===== src/rtl/road_hit_selector.sv =====
module road_hit_selector #(
  parameter int NLAY    = 4,
  parameter int POS_W   = 12,
  parameter int AW      = 8,
  parameter int FIB_W   = 16,
  parameter int HALF    = 500,
  parameter int MIN_LAY = 3,
  localparam int LW = (NLAY > 1) ? $clog2(NLAY) : 1,
  localparam int CW = $clog2(NLAY + 1)
) (
  input  logic                    clk,
  input  logic                    rst_n,
  input  logic                    road_start_i,
  input  logic [FIB_W-1:0]        fib0_i,
  input  logic [FIB_W-1:0]        fib1_i,
  input  logic                    cl_valid_i,
  input  logic [LW-1:0]           cl_layer_i,
  input  logic signed [POS_W-1:0] cl_pos_i,
  input  logic [AW-1:0]           cl_addr_i,
  input  logic                    road_end_i,
  output logic                    cand_valid_o,
  output logic                    reject_o,
  output logic [FIB_W-1:0]        cand_fib0_o,
  output logic [FIB_W-1:0]        cand_fib1_o,
  output logic [NLAY*POS_W-1:0]   cand_pos_o,
  output logic [NLAY*AW-1:0]      cand_addr_o,
  output logic [NLAY-1:0]         cand_mask_o,
  output logic [CW-1:0]           cand_count_o
);

  logic [FIB_W-1:0] fib0_q, fib1_q;
  logic [NLAY-1:0]  have_q, have_b, have_n, take;
  logic [POS_W-1:0] pos_q  [NLAY];
  logic [POS_W:0]   dist_q [NLAY];
  logic [AW-1:0]    addr_q [NLAY];
  logic [NLAY*POS_W-1:0] pos_n;
  logic [NLAY*AW-1:0]    addr_n;
  logic [CW-1:0]    cnt_n;

  wire [POS_W:0] ext      = {cl_pos_i[POS_W-1], cl_pos_i};
  wire [POS_W:0] new_dist = ext[POS_W] ? (~ext + 1'b1) : ext;
  wire           in_win   = cl_valid_i && (new_dist <= (POS_W+1)'(HALF));
  wire           accept   = (int'(cnt_n) >= MIN_LAY);

  assign have_b = road_start_i ? '0 : have_q;
  assign have_n = have_b | take;

  for (genvar i = 0; i < NLAY; i++) begin : g_lay
    assign take[i] = in_win && (cl_layer_i == LW'(i)) &&
                     (!have_b[i] || (new_dist < dist_q[i]) ||
                      ((new_dist == dist_q[i]) && (cl_addr_i < addr_q[i])));
    assign pos_n[i*POS_W +: POS_W] = take[i] ? cl_pos_i  : (have_b[i] ? pos_q[i]  : '0);
    assign addr_n[i*AW +: AW]      = take[i] ? cl_addr_i : (have_b[i] ? addr_q[i] : '0);

    always_ff @(posedge clk) begin
      if (!rst_n) begin
        pos_q[i]  <= '0;
        dist_q[i] <= '0;
        addr_q[i] <= '0;
      end else if (take[i]) begin
        pos_q[i]  <= cl_pos_i;
        dist_q[i] <= new_dist;
        addr_q[i] <= cl_addr_i;
      end
    end

    assert_in_road_R2: assert property (@(posedge clk) disable iff (!rst_n)
      (cand_valid_o && cand_mask_o[i]) |->
        ((int'($signed(cand_pos_o[i*POS_W +: POS_W])) <= HALF) &&
         (int'($signed(cand_pos_o[i*POS_W +: POS_W])) >= -HALF)));

    assert_empty_zero_R5: assert property (@(posedge clk) disable iff (!rst_n)
      (cand_valid_o && !cand_mask_o[i]) |->
        (cand_pos_o[i*POS_W +: POS_W] == '0 && cand_addr_o[i*AW +: AW] == '0));
  end

  always_comb begin
    cnt_n = '0;
    for (int i = 0; i < NLAY; i++) cnt_n = cnt_n + CW'(have_n[i]);
  end

  always_ff @(posedge clk) begin
    if (!rst_n) begin
      have_q <= '0;
      fib0_q <= '0;
      fib1_q <= '0;
    end else begin
      have_q <= road_end_i ? '0 : have_n;
      if (road_start_i) begin
        fib0_q <= fib0_i;
        fib1_q <= fib1_i;
      end
    end
  end

  always_ff @(posedge clk) begin
    if (!rst_n) begin
      cand_valid_o <= 1'b0;
      reject_o     <= 1'b0;
      cand_fib0_o  <= '0;
      cand_fib1_o  <= '0;
      cand_pos_o   <= '0;
      cand_addr_o  <= '0;
      cand_mask_o  <= '0;
      cand_count_o <= '0;
    end else begin
      cand_valid_o <= road_end_i && accept;
      reject_o     <= road_end_i && !accept;
      if (road_end_i && accept) begin
        cand_fib0_o  <= road_start_i ? fib0_i : fib0_q;
        cand_fib1_o  <= road_start_i ? fib1_i : fib1_q;
        cand_pos_o   <= pos_n;
        cand_addr_o  <= addr_n;
        cand_mask_o  <= have_n;
        cand_count_o <= cnt_n;
      end
    end
  end

  assert_exclusive_R9: assert property (@(posedge clk) disable iff (!rst_n)
    !(cand_valid_o && reject_o));

  assert_pulse_after_end_R9: assert property (@(posedge clk) disable iff (!rst_n)
    road_end_i |=> (cand_valid_o || reject_o));

  assert_quiet_otherwise_R9: assert property (@(posedge clk) disable iff (!rst_n)
    !road_end_i |=> !(cand_valid_o || reject_o));

  assert_count_matches_mask_R5: assert property (@(posedge clk) disable iff (!rst_n)
    cand_valid_o |-> ($countones(cand_mask_o) == int'(cand_count_o) &&
                      int'(cand_count_o) >= MIN_LAY));

  assert_reject_holds_fields_R6: assert property (@(posedge clk) disable iff (!rst_n)
    reject_o |-> ($stable(cand_mask_o) && $stable(cand_pos_o) && $stable(cand_fib0_o)));

endmodule


===== config.mk =====
export PLATFORM = sky130hd
export DESIGN_NAME = road_hit_selector
export DESIGN_NICKNAME = d
export VERILOG_FILES = /design/src/rtl/road_hit_selector.sv
export SDC_FILE = /design/constraint.sdc
export NUM_CORES = 1
export LEC_CHECK = 0
export BUFFER_PORTS_ARGS = -buffer_cell sky130_fd_sc_hd__buf_2
export CAP_MARGIN = 10
export CORE_ASPECT_RATIO = 1.2
export CORE_MARGIN = 10
export CORE_UTILIZATION = 58
export DETAILED_ROUTE_END_ITERATION = 12
export HOLD_SLACK_MARGIN = 0.02
export PLACE_DENSITY_LB_ADDON = 0.08
export RECOVER_POWER = 100
export SYNTH_ARGS = -nofsm -noshare
export SYNTH_HDL_FRONTEND = slang
export SYNTH_SLANG_ARGS = --single-unit

===== constraint.sdc =====
create_clock -name clk -period 5.8 [get_ports clk]
set_input_delay 0.58 -clock clk [delete_from_list [all_inputs] [get_ports clk]]
set_output_delay 0.58 -clock clk [all_outputs]
set_load 0.02 [all_outputs]

==> results of run 1 <==
stage by stage:
stage / worst slack, ns / area [um^2] / utilization / total power [mW]
2_1_floorplan: 0.4490 / 13320 / - / 2.509
3_3_place_gp: 0.3316 / 14470 / 0.6447 / 2.652
3_5_place_dp: 0.1773 / 14470 / 0.6447 / 2.664
4_1_cts: 0.7032 / 15410 / 0.6865 / 4.465
5_1_grt: 0.2003 / 15180 / 0.6763 / 4.596
6_report: 0.5523 / 15180 / 0.6763 / 4.449
cell usage in the layout (no fill, tap or decap), drive strengths merged, types with 34 or more instances in the layout:
master | Yosys | routed
edfxtp | 128 | 128
inv | 115 | 115
o21ai | 39 | 39
ha | 80 | 80
nand2 | 81 | 81
nand3 | 34 | 34
and3 | 60 | 60
buf | 22 | 72
dfxtp | 157 | 157
a221o | 58 | 58
nor2 | 128 | 128
clkbuf | 58 | 180
nor2b | 43 | 43
cell type report:
type                            count  area, um^2  share of cell area
Inverter                          116       435.4             0.02868
Timing Repair Buffer              207       932.1             0.06141
Multi-Input combinational cell    791        5539              0.3649
Clock buffer                       45       898.4             0.05918
Sequential cell                   285        6987              0.4603
Clock inverter                      7       38.79            0.002555
Tap cell                          279       349.1             0.02300
worst min-delay path: stages:
cell and delay, ns:
sky130_fd_sc_hd__buf_2 0.07, sky130_fd_sc_hd__mux2i_1 0.07, sky130_fd_sc_hd__nor2b_1 0.10
state kept, by name, summed over array words and instances (netlist names), 16 cells and up:
| register | count |
|---|---|
| cand_fib0_o | 16 |
| fib0_q | 16 |
| cand_addr_o | 32 |
| cand_pos_o | 48 |
| addr_q | 32 |
| cand_fib1_o | 16 |
| dist_q | 49 |
| fib1_q | 16 |
| pos_q | 47 |
worst paths after layout:
check | to | slack [ns]
hold / removal | fib1_q[1]$_SDFF_PN0_ | 0.32
setup / recovery | dist_q[1][7]$_SDFFCE_PN0P_ | 0.55
hold reg to reg | cand_count_o[1]$_SDFFE_PN0P_ | 0.47
setup reg to reg | pos_q[3][4]$_SDFFCE_PN0P_ | 1.82
per-layer routing:
layer | wire length [um] | track usage | share of wire | vias to the layer above
met5 | 0 | 0 | 0 | -
met4 | 1114 | 0.07755 | 0.031 | 0
met3 | 3164 | 0.03880 | 0.088 | 72
met2 | 17310 | 0.4046 | 0.48 | 461
met1 | 14480 | 0.3070 | 0.40 | 4916
li1 | - | - | - | 4830
power breakdown:
part,internal [mW],switching (mW)
Sequential,2.18,0.0279
Clock,1.06,0.766
Combinational,0.148,0.272
Total,3.38,1.07
logic make-up (layout without fill, tap and decap cells):
group,after synthesis,in the layout,share of synthesized area
multiplexers,35,35,0.02663
buffers and inverters,196,375,0.05929
adder cells (fa/ha/maj),82,82,0.07780
other,1,20,0.0002830
XOR/XNOR,11,11,0.009348
AO/OA/AOI/OAI,240,240,0.1430
flip-flops,285,285,0.5272
AND/OR/NAND/NOR,403,403,0.1565
==> results list, run 1 <==
- Number of cells in the design after placement: 1,678
* Synth top cells by count: 157 x sky130_fd_sc_hd__dfxtp_1, 128 x sky130_fd_sc_hd__edfxtp_1, 127 x sky130_fd_sc_hd__nor2_1
* Average detailed-routed wire length per instance: between 20 and 25 um
- Top-level I/O count: between 150 and 200
* Worst setup SP type: input pin
* Post-CTS Repair Setup Buffers: 0
* Total clock buffers created by CTS: 28
* Total Wirelength: around 36 mm
* Headroom to the max-slew limit: -0.5905
- Cells on worst reg2reg path: 10
- In this run, synthesis produced a sequential element count of ~290.
- The share of the Yosys chip area taken by registers is 0.5272.
- Dividing the detail-routed via count by the number of cells gives roughly 6.
- Number of antenna violations at the first check in global routing: 0
- After legalization and detailed placement, the total HPWL measured between 20 and 25 mm.
* Weighted congestion at the end of routability-driven global placement: ~0.91
- Total global routing track utilization: 0.2396
* Top-count cell post-synth: sky130_fd_sc_hd__dfxtp_1
- Critical path buffer and inverter count: 4
* Dominant synthesized flop cell: sky130_fd_sc_hd__dfxtp_1
* CTS hold repair buffers: 0
- The region available for standard cell placement spans between 20,000 and 25,000 um^2.
- The hold violation total from the final report came to 0.
- Area leader, netlist: sky130_fd_sc_hd__edfxtp_1
- At the later pin of the worst-skew pair, clock insertion delay measures ~0.55 ns.
- The first global-routing pass estimated ~55 mm of wire.
* Effective utilization at floorplan: 0.5904
- Leak Pwr: 6.952 nW
- Depth of the CTS H-tree: 1
- Ratio of final minimum period to clock period: 0.9048
* Min-delay src: fib1_i[1]
* Buffers on Ports: 179
* Setup repair after global routing missed its margin: no
- The most critical setup path has its startpoint at cl_pos_i[0].
- Class of the tightest hold or removal check: input pin to flip-flop
* Number of nets at the end of the flow: 1,569
* Data arrival at the endpoint of the critical path: between 5 and 6 ns
- The run finished, with violations left.
* Family of cells with the greatest summed delay on the critical path: simple AND/OR/NAND/NOR gates
* DRC violation total after the first TritonRoute iteration: ~860
- In the routed design, unresolved DRC markers number 0.
* Post-synthesis cell type count: 73
* Clock transition at path regs: 0.07 ns
- Post-layout minimum cycle time: 5.248 ns
* Vertical die dimension: 185.6 um
- Fillcell total: roughly 1,800
- Violated checks: capacitance limit, slew limit
* Worst EP required: about 6.0 ns
- Layout Cells excl Fill: ~1,700
- Antenna cells: 0
- Final slew viol count: 33
* Worst setup path class: input pin to flip-flop
* TritonCTS clock tree: yes
* Total number of yosys warnings: 0
* Critical register-to-register path startpoint: dist_q[3][10]$_SDFFCE_PN0P_
- Max Cap Violations: 1
- Antenna viol nets, final: 0
- The floorplan step set the die width to between 150 and 200 um.
- Floorplan row count: 60
* Pwr/cell area: 293.1 nW/um^2
- Share of post-route cells with drive strength above 1: 0.09786
* Slew at the pin closest to its max-slew limit: about 2.4 ns
- The clock drives between 200 and 300 sinks.
* Final setup vio count: 0
- The critical path goes through buf_2, inv_1, ha_1, nor3b_4, nor2_1, xnor2_1, inv_1, ha_1, nand3_1, o221ai_1, a31oi_1, o31ai_1, nand3_1, nand3_1, clkbuf_1, nor2_1.
- Die ar.: a little under 30,000 um^2
- By area the synthesized netlist is led by sky130_fd_sc_hd__edfxtp_1 29%, sky130_fd_sc_hd__dfxtp_1 24%, sky130_fd_sc_hd__ha_1 7.6%, sky130_fd_sc_hd__a221o_1 4.4%, sky130_fd_sc_hd__nor2_1 3.6%.
- Min Hold Slack: approximately 0.32 ns
- # resized after CTS: 0
- Number of logic stages on the critical path including buffering: 16
* Number of global-route vias before repair: 10,053
* Max FO, Critical Path: 21
* Post-synthesis instance area: 13,250 um^2
- Endpoint type of the worst setup path: flip-flop
- Detailed-route via count: between 10,000 and 15,000
- CTS Buffer Depth: 3
* Maximum achievable frequency: 190.6 MHz
* Cell depth of the worst hold path: 3
- Synthesis handed over a netlist of 1,253 instances.
- First drt pass iteration count: 5
* Worst ir drop on vdd: roughly 0.22 mV
- Maximum number of pins on one net before global-route repair: roughly 120
* Average footprint of a synthesized cell: between 10 and 15 um^2
* Clock tree root driver cell: sky130_fd_sc_hd__clkbuf_16
* Final Skew: 0.01331 ns
- The synthesized design contains roughly 130 enable-type register cells.
- On the worst path, the slowest cell contributes a delay of roughly 0.9 ns.
- Final global-route overflow total: 0
- Among the stages of the critical path, the cell type that occurs most often is sky130_fd_sc_hd__nand3_1.
* Yosys top cell area share: 0.2901
- Summed over all failing endpoints, the final setup total negative slack is 0 ns.
* Async set or reset register ratio after synthesis: 0
* Area growth, synth to finish: 14.55%
- Critical path's slowest cell: sky130_fd_sc_hd__clkbuf_1
Note: power is estimated with default switching activity, not from simulation.
==> run 2, diff against run 1 <==
--- a/config.mk
+++ b/config.mk
@@ -9,7 +9,8 @@
 export CAP_MARGIN = 10
 export CORE_ASPECT_RATIO = 1.2
 export CORE_MARGIN = 10
-export CORE_UTILIZATION = 58
+export CORE_UTILIZATION = 60
+export CTS_BUF_LIST = sky130_fd_sc_hd__clkbuf_4
 export DETAILED_ROUTE_END_ITERATION = 12
 export HOLD_SLACK_MARGIN = 0.02
 export PLACE_DENSITY_LB_ADDON = 0.08
==> run 2 against run 1 <==
The flow still finishes with violations (capacitance limit, slew limit). Combinational power about the same. Register-to-register slack lost 0.12 ns. Flip-flop and latch count did not move. First-iteration DRC count grew 1.6%. Wire length is 0.76% higher. Via count grew 2.8%. Final cell count up 4.4%. Total power fell by 1.6%. Fmax barely moved. Critical path type unchanged. Critical endpoint is now dist_q[3][2]$_SDFFCE_PN0P_.
==> results list, run 2 (synthesis gave the netlist of run 1 again) <==
* First drt pass iteration count: 5
- DRC violation total after the first TritonRoute iteration: around 880
- Critical path buffer and inverter count: 4
- TritonCTS built the clock tree.
- The first global-routing pass estimated about 58 mm of wire.
- Summed over all layers, the routed wires come to 36.34 mm.
* Detailed-route via count: roughly 11,000
* Post-placement cell area: about 14,000 um^2
- Final slew viol count: roughly 180
* Internal Dissipation: ~3.3 mW
- Most flops, register: dist_q
- Input and output buffers added on the ports amount to around 180.
- Setup repair after global routing left no endpoint under its margin.
- In this run the clock root is driven by a sky130_fd_sc_hd__clkbuf_4.
* Antenna viol nets, final: 0
- Total clock buffers created by CTS: 74
- Worst ir drop on vdd: approximately 0.18 mV
- Endpoint type of the worst setup path: flip-flop
* Post-route design area: 15,160 um^2
- CTS hold repair buffers: 0
- Class of the tightest hold or removal check: input pin to flip-flop
* Sw Pwr: 1.119 mW
* Max FO, Critical Path: 28
- Switching share of power: 0.2556
- Final routed DRC violation total: 0
- The floorplan step set the die width to 155.7 um.
- Leak Pwr: approximately 7.0 nW
- Proportion of power drawn by flip-flops and latches: 0.504
- Clock transition at path regs: roughly 0.060 ns
* Endpoints failing hold: 0
* Clk network pwr share: 0.401
- STA puts the critical path data required time at 6.13 ns.
- Skew-Pair Late Insertion Delay: 0.69 ns
* Final Skew: a little over 0.05 ns
* Share of the core filled with cells in the final layout: 0.6986
- After floorplanning, the core was divided into 59 placement rows.
- The share of total power dissipated in combinational logic is 0.096.
- The wire-length estimate of the detail-placed layout is roughly 24 mm.
* Leading cell types in the layout, fill and taps excluded: 157 x sky130_fd_sc_hd__dfxtp_1, 129 x sky130_fd_sc_hd__clkbuf_1, 128 x sky130_fd_sc_hd__edfxtp_1, 127 x sky130_fd_sc_hd__nor2_1, 115 x sky130_fd_sc_hd__inv_1
- Final-layout setup total negative slack: 0 ns
- Post-layout minimum cycle time: roughly 5.2 ns
* Max Cap Violations: 4
- Via density per instance: 5.848
* Number of antenna violations at the first check in global routing: 3
- Maximum achievable frequency: ~190 MHz
* Top-level I/O count: between 150 and 200
* Number of nets at the end of the flow: ~1,600
- Most frequent standard cell in the layout excluding fill and tap cells: sky130_fd_sc_hd__dfxtp_1
* Headroom to the max-slew limit: -1.187
- Worst setup slack after placement: 0.1749 ns
- Area growth, synth to finish: 14.42%
- The die covers approximately 28,000 um^2.
* PnR worst setup slack: between 0.5 and 0.6 ns
- Final global-route overflow total: 0
- Among cell families on the critical path, the largest total delay comes from buffers and inverters.
* Largest incremental delay on the critical path: ~1.3 ns
- Number of global-route vias before repair: 10,917
- The H-tree generated during clock tree synthesis spans 3 levels.
- In the final layout, the share of cells above drive strength 1 is 0.1412.
* Slew at the pin closest to its max-slew limit: approximately 3.3 ns
- In the global route stage, overall resource usage came out at 0.2506.
- Maximum number of pins on one net before global-route repair: about 120
- Largest registers in the final layout: dist_q: 49 flops, cand_pos_o: 48 flops, pos_q: 47 flops
- Placeable core region: roughly 22,000 um^2
- In the finished design, the share of the clock period the worst path needs comes to 0.9046.
- Routability-driven placement finished with a final weighted congestion of 0.9149.
- # resized after CTS: 0
* Data arrival at the endpoint of the critical path: between 5 and 6 ns
- Vertical die dimension: around 180 um
* Worst setup SP type: input pin
- The clock drives roughly 290 sinks.
- For this configuration, the core starts out at a cell density of 0.6106.
* Largest register FFs: 49
- Average detailed-routed wire length per instance: between 20 and 25 um
- The slowest stage of the critical path is the sky130_fd_sc_hd__clkbuf_1 cell.
- Counting along the longest clock path gives a buffer depth of 3.
- The final reports fail on capacitance limit, slew limit.
- Final setup vio count: 0
- The number of setup buffers added after CTS is 0.
- Status: complete, but fails checks
- Series of cell instances along the critical path: buf_2, inv_1, ha_1, nor3b_4, nor2_1, xnor2_1, inv_1, ha_1, nand3_1, a21oi_1, a211oi_1, or3b_2, a211oi_1, nor4b_1, nand2_1, clkbuf_1, nor2_1
- For this design the ratio of total power to cell area is around 290 nW/um^2.
- The critical path is of the input pin to flip-flop type.
## run 2: final timing paths
check	startpoint	to	slack, ns	cells past startpoint
min	fib0_i[15]	fib0_q[15]$_SDFF_PN0_	0.20	3
max	cl_pos_i[1]	dist_q[3][2]$_SDFFCE_PN0P_	0.55	17
min reg2reg	pos_q[1][10]$_SDFFCE_PN0P_	cand_pos_o[22]$_SDFFE_PN0P_	0.46	1
max reg2reg	dist_q[3][10]$_SDFFCE_PN0P_	dist_q[3][5]$_SDFFCE_PN0P_	1.70	10
## run 2: layer usage
metal  vias to the layer above  global-route usage  part of all wire
li1                       4966                   -                 -
met4                         2              0.1012             0.029
met5                         -                   0           0.00019
met1                      5028              0.2962              0.39
met2                       476              0.4200              0.49
met3                        90             0.07210             0.093
## run 2: tightest hold or removal path, cell delays in order
cell,delay (ns)
sky130_fd_sc_hd__buf_2,0.07
sky130_fd_sc_hd__mux2i_1,0.08
sky130_fd_sc_hd__nor2b_1,0.10
## run 2: power groups by stage
stage	clock [mW]	combinational [mW]	sequential, mW
3_5_place_dp	0	0.419	2.25
6_report	1.75	0.419	2.20
4_1_cts	1.78	0.422	2.20
2_1_floorplan	0	0.269	2.24
3_3_place_gp	0	0.408	2.24
5_1_grt	1.90	0.466	2.21
## run 2: final cells by class
| class | instances | area, um^2 |
|---|---|---|
| Multi-Input combinational cell | 791 | 5517 |
| Inverter | 116 | 435.4 |
| Tap cell | 274 | 342.8 |
| Timing Repair Buffer | 207 | 917.1 |
| Sequential cell | 285 | 6987 |
| Clock inverter | 18 | 110.1 |
| Clock buffer | 113 | 848.3 |
| Fill cell | 1803 | 6541 |
| Antenna cell | 2 | 5.005 |
## run 2: per-stage QoR
step	power (mW)	hold WS (ns)	instances
2_1_floorplan	2.509	0.4483	1272
3_3_place_gp	2.652	0.4512	1673
5_1_grt	4.573	0.1561	1806
4_1_cts	4.408	0.1392	1804
6_report	4.377	0.1953	1806
3_5_place_dp	2.666	0.4586	1673
==> run 3, diff against run 2 <==
--- a/config.mk
+++ b/config.mk
@@ -5,13 +5,13 @@
 export SDC_FILE = /design/constraint.sdc
 export NUM_CORES = 1
 export LEC_CHECK = 0
-export BUFFER_PORTS_ARGS = -buffer_cell sky130_fd_sc_hd__buf_2
 export CAP_MARGIN = 10
-export CORE_ASPECT_RATIO = 1.2
+export CORE_ASPECT_RATIO = 0.75
 export CORE_MARGIN = 10
-export CORE_UTILIZATION = 60
+export CORE_UTILIZATION = 62
 export CTS_BUF_LIST = sky130_fd_sc_hd__clkbuf_4
 export DETAILED_ROUTE_END_ITERATION = 12
+export DONT_BUFFER_PORTS = 1
 export HOLD_SLACK_MARGIN = 0.02
 export PLACE_DENSITY_LB_ADDON = 0.08
 export RECOVER_POWER = 100
==> run 3 against run 2 <==
The run now ends clean. Fmax grew 1.5%. Critical path depth is the same. Register-to-register slack better by 0.15 ns. Largest cell class unchanged. Die area is 2.7% lower. Core utilization fell by 0.15 points. Total power is 1.8% lower. Setup slack better by 0.076 ns. Sequential power about the same. Hold slack got worse by 0.15 ns.
==> results list, run 3 (synthesis gave the netlist of run 1 again) <==
- The hold violation total from the final report came to 0.
- Worst setup path class: input pin to flip-flop
- IR analysis of the VDD net gives a maximum drop of about 0.16 mV.
- Depth of the CTS H-tree: 3
- Effective utilization at floorplan: 0.6291
- The final layout contains routed wiring with a total length of 37.29 mm.
- Summed over all cells, the static leakage comes to 6.760 nW.
* CTS Buffer Depth: 3
- After the last flow step, the layout net total stands at ~1,500.
* Final global-route overflow total: 0
- The register with the most flip-flops in the layout has a little under 50 of them.
- Largest incremental delay on the critical path: 0.55 ns
- Worst EP required: 6.32 ns
* CTS hold repair buffers: 22
- Max Cap Violations: 0
* Sum of internal, switching and leakage power: between 4 and 5 mW
- The largest registers in the layout are dist_q: 49 flops, cand_pos_o: 48 flops, pos_q: 47 flops.
- Final slew viol count: 0
* Series of cell instances along the critical path: inv_1, ha_1, nor3b_1, a31oi_1, xnor2_1, buf_4, inv_1, ha_1, and4_1, nand2_1, nor4_1, o21ai_0, o31a_1, a2111oi_4, nand2_1, clkbuf_2, nor2_1
* Average detailed-routed wire length per instance: between 20 and 25 um
* Critical path buffer and inverter count: 4
* Vertical die dimension: ~150 um
- Endpoint type of the worst setup path: flip-flop
* Weighted congestion at the end of routability-driven global placement: roughly 0.92
- Entering global routing, the biggest net connects 154 pins.
- In this run, CTS created clock tree buffers numbering 70.
* Most flops, register: dist_q
- For this run, design rule violations remaining after detail routing come to 0.
- Of the available clock period, the critical path in the final layout requires 0.8915.
- Post-layout minimum cycle time: just over 5 ns
- Clock tree root driver cell: sky130_fd_sc_hd__clkbuf_4
- # clock sinks: ~290
* First-pass GRT wire length: just under 60 mm
* Share of the core filled with cells in the final layout: 0.6971
- Final-layout setup total negative slack: 0 ns
* Post-CTS Repair Setup Buffers: 0
* Status: finished clean
* Setup repair after global routing missed its margin: no
- In this run the power density over the cells is roughly 290 nW/um^2.
- Via density per instance: 6.060
- Top-level I/O count: 180
- First drt pass iteration count: 5
- At the pin with the least slew margin, the transition time is approximately 0.98 ns.
* # resized after CTS: 0
* Share of post-route cells with drive strength above 1: 0.1148
- TritonCTS clock tree: yes
* Skew-Pair Late Insertion Delay: roughly 0.7 ns
* Leading cell types in the layout, fill and taps excluded: 157 x sky130_fd_sc_hd__dfxtp_1, 128 x sky130_fd_sc_hd__edfxtp_1, 127 x sky130_fd_sc_hd__nor2_1, 115 x sky130_fd_sc_hd__inv_1, 108 x sky130_fd_sc_hd__clkbuf_4
- At the worst endpoint, the arrival time is between 5 and 6 ns.
- Once detail routing completed, the nets flagged for antenna violations numbered 0.
* Floorplan row count: 46
* Worst setup SP type: input pin
* Detailed placement HPWL: approximately 25 mm
- Buffers on Ports: 0
- The die covers 27,680 um^2.
* Max FO, Critical Path: 21
- The die is approximately 190 um wide.
* Headroom to the max-slew limit: 0.3471
- DRC violation total after the first TritonRoute iteration: approximately 1,100
- Maximum achievable frequency: about 190 MHz
* Total global routing track utilization: 0.2656
- Clock transition at path regs: 0.07 ns
- Class of the tightest hold or removal check: input pin to flip-flop
- Critical path's slowest cell: sky130_fd_sc_hd__nor3b_1
- Compared with the post-synthesis result, the final layout area differs by 10.82%.
* Number of antenna violations at the first check in global routing: 2
- Number of global-route vias before repair: approximately 9,600
- The cell family contributing the most delay on the critical path is simple AND/OR/NAND/NOR gates.
* Detailed-route via count: between 10,000 and 15,000
- Fillcell total: 1,645
- Most frequent standard cell in the layout excluding fill and tap cells: sky130_fd_sc_hd__dfxtp_1
- In this run the standard cell core region covers ~21,000 um^2.
- Setup violations remaining at the end of the flow were counted as 0.
* Final Skew: between 0.04 and 0.05 ns
-- run 3: changes by cell type in the layout (fill, tap and decap cells not counted), sizes merged --
cell | before | now
inv | 117 | 118
clkinvlp | 4 | 2
clkbuf | 247 | 118
diode | 2 | 1
buf | 73 | 16
clkinv | 12 | 13
dlygate4sd3 | 0 | 24
-- run 3: power breakdown --
part / total, mW / switching [mW] / internal, mW
logic: 0.372 / 0.227 / 0.145
registers: 2.21 / 0.0311 / 2.18
clock network: 1.72 / 0.817 / 0.901
total: 4.30 / 1.07 / 3.22
-- run 3: worst register-to-register path, cell delays in order (launching register included) --
cell,delay (ns)
sky130_fd_sc_hd__edfxtp_1,0.42
sky130_fd_sc_hd__ha_1,0.33
sky130_fd_sc_hd__nand3_1,0.08
sky130_fd_sc_hd__or4_1,0.47
sky130_fd_sc_hd__a2111oi_0,0.58
sky130_fd_sc_hd__o31a_1,0.31
sky130_fd_sc_hd__a211oi_1,0.10
sky130_fd_sc_hd__nor4b_1,0.46
sky130_fd_sc_hd__nand2_1,0.32
sky130_fd_sc_hd__clkbuf_2,0.50
sky130_fd_sc_hd__nor2_1,0.23
-- run 3: final timing paths --
kind | from | endpoint | slack, ns | cells after the start
max | cl_pos_i[1] | addr_q[0][1]$_SDFFCE_PN0P_ | 0.63 | 17
min | cl_pos_i[0] | cand_pos_o[36]$_SDFFE_PN0P_ | 0.04 | 2
max reg2reg | pos_q[3][0]$_SDFFCE_PN0P_ | pos_q[3][6]$_SDFFCE_PN0P_ | 1.85 | 10
min reg2reg | pos_q[1][3]$_SDFFCE_PN0P_ | cand_pos_o[15]$_SDFFE_PN0P_ | 0.45 | 1
-- run 3: metal layers --
metal	vias to the layer above	track usage	routed length (um)
met5	-	0	0
met4	0	0.07007	584
met3	55	0.08972	4759
met2	582	0.3837	16100
met1	4748	0.3720	15840
li1	4656	-	-
-- run 3: final cells by class --
class	instances	area, um^2	area share
clock buffer	108	810.8	0.05521
clock inverter	18	113.9	0.007753
multi-input combinational	791	5544	0.3775
timing repair buffer	50	431.7	0.02939
inverter	116	435.4	0.02965
sequential	285	6987	0.4758
antenna	1	2.502	0.0001704
tap	288	360.3	0.02454
-- run 3: stage by stage --
stage               worst slack, ns  area, um^2  cells  hold WS, ns
CTS                           1.019       14750   1654      0.02017
detailed placement           0.3051       13610   1506       0.4578
global placement             0.4293       13610   1506       0.4500
floorplan                    0.4490       13320   1272       0.4483
finish                       0.6292       14690   1657      0.04250
global route                 0.3396       14690   1657      0.02056
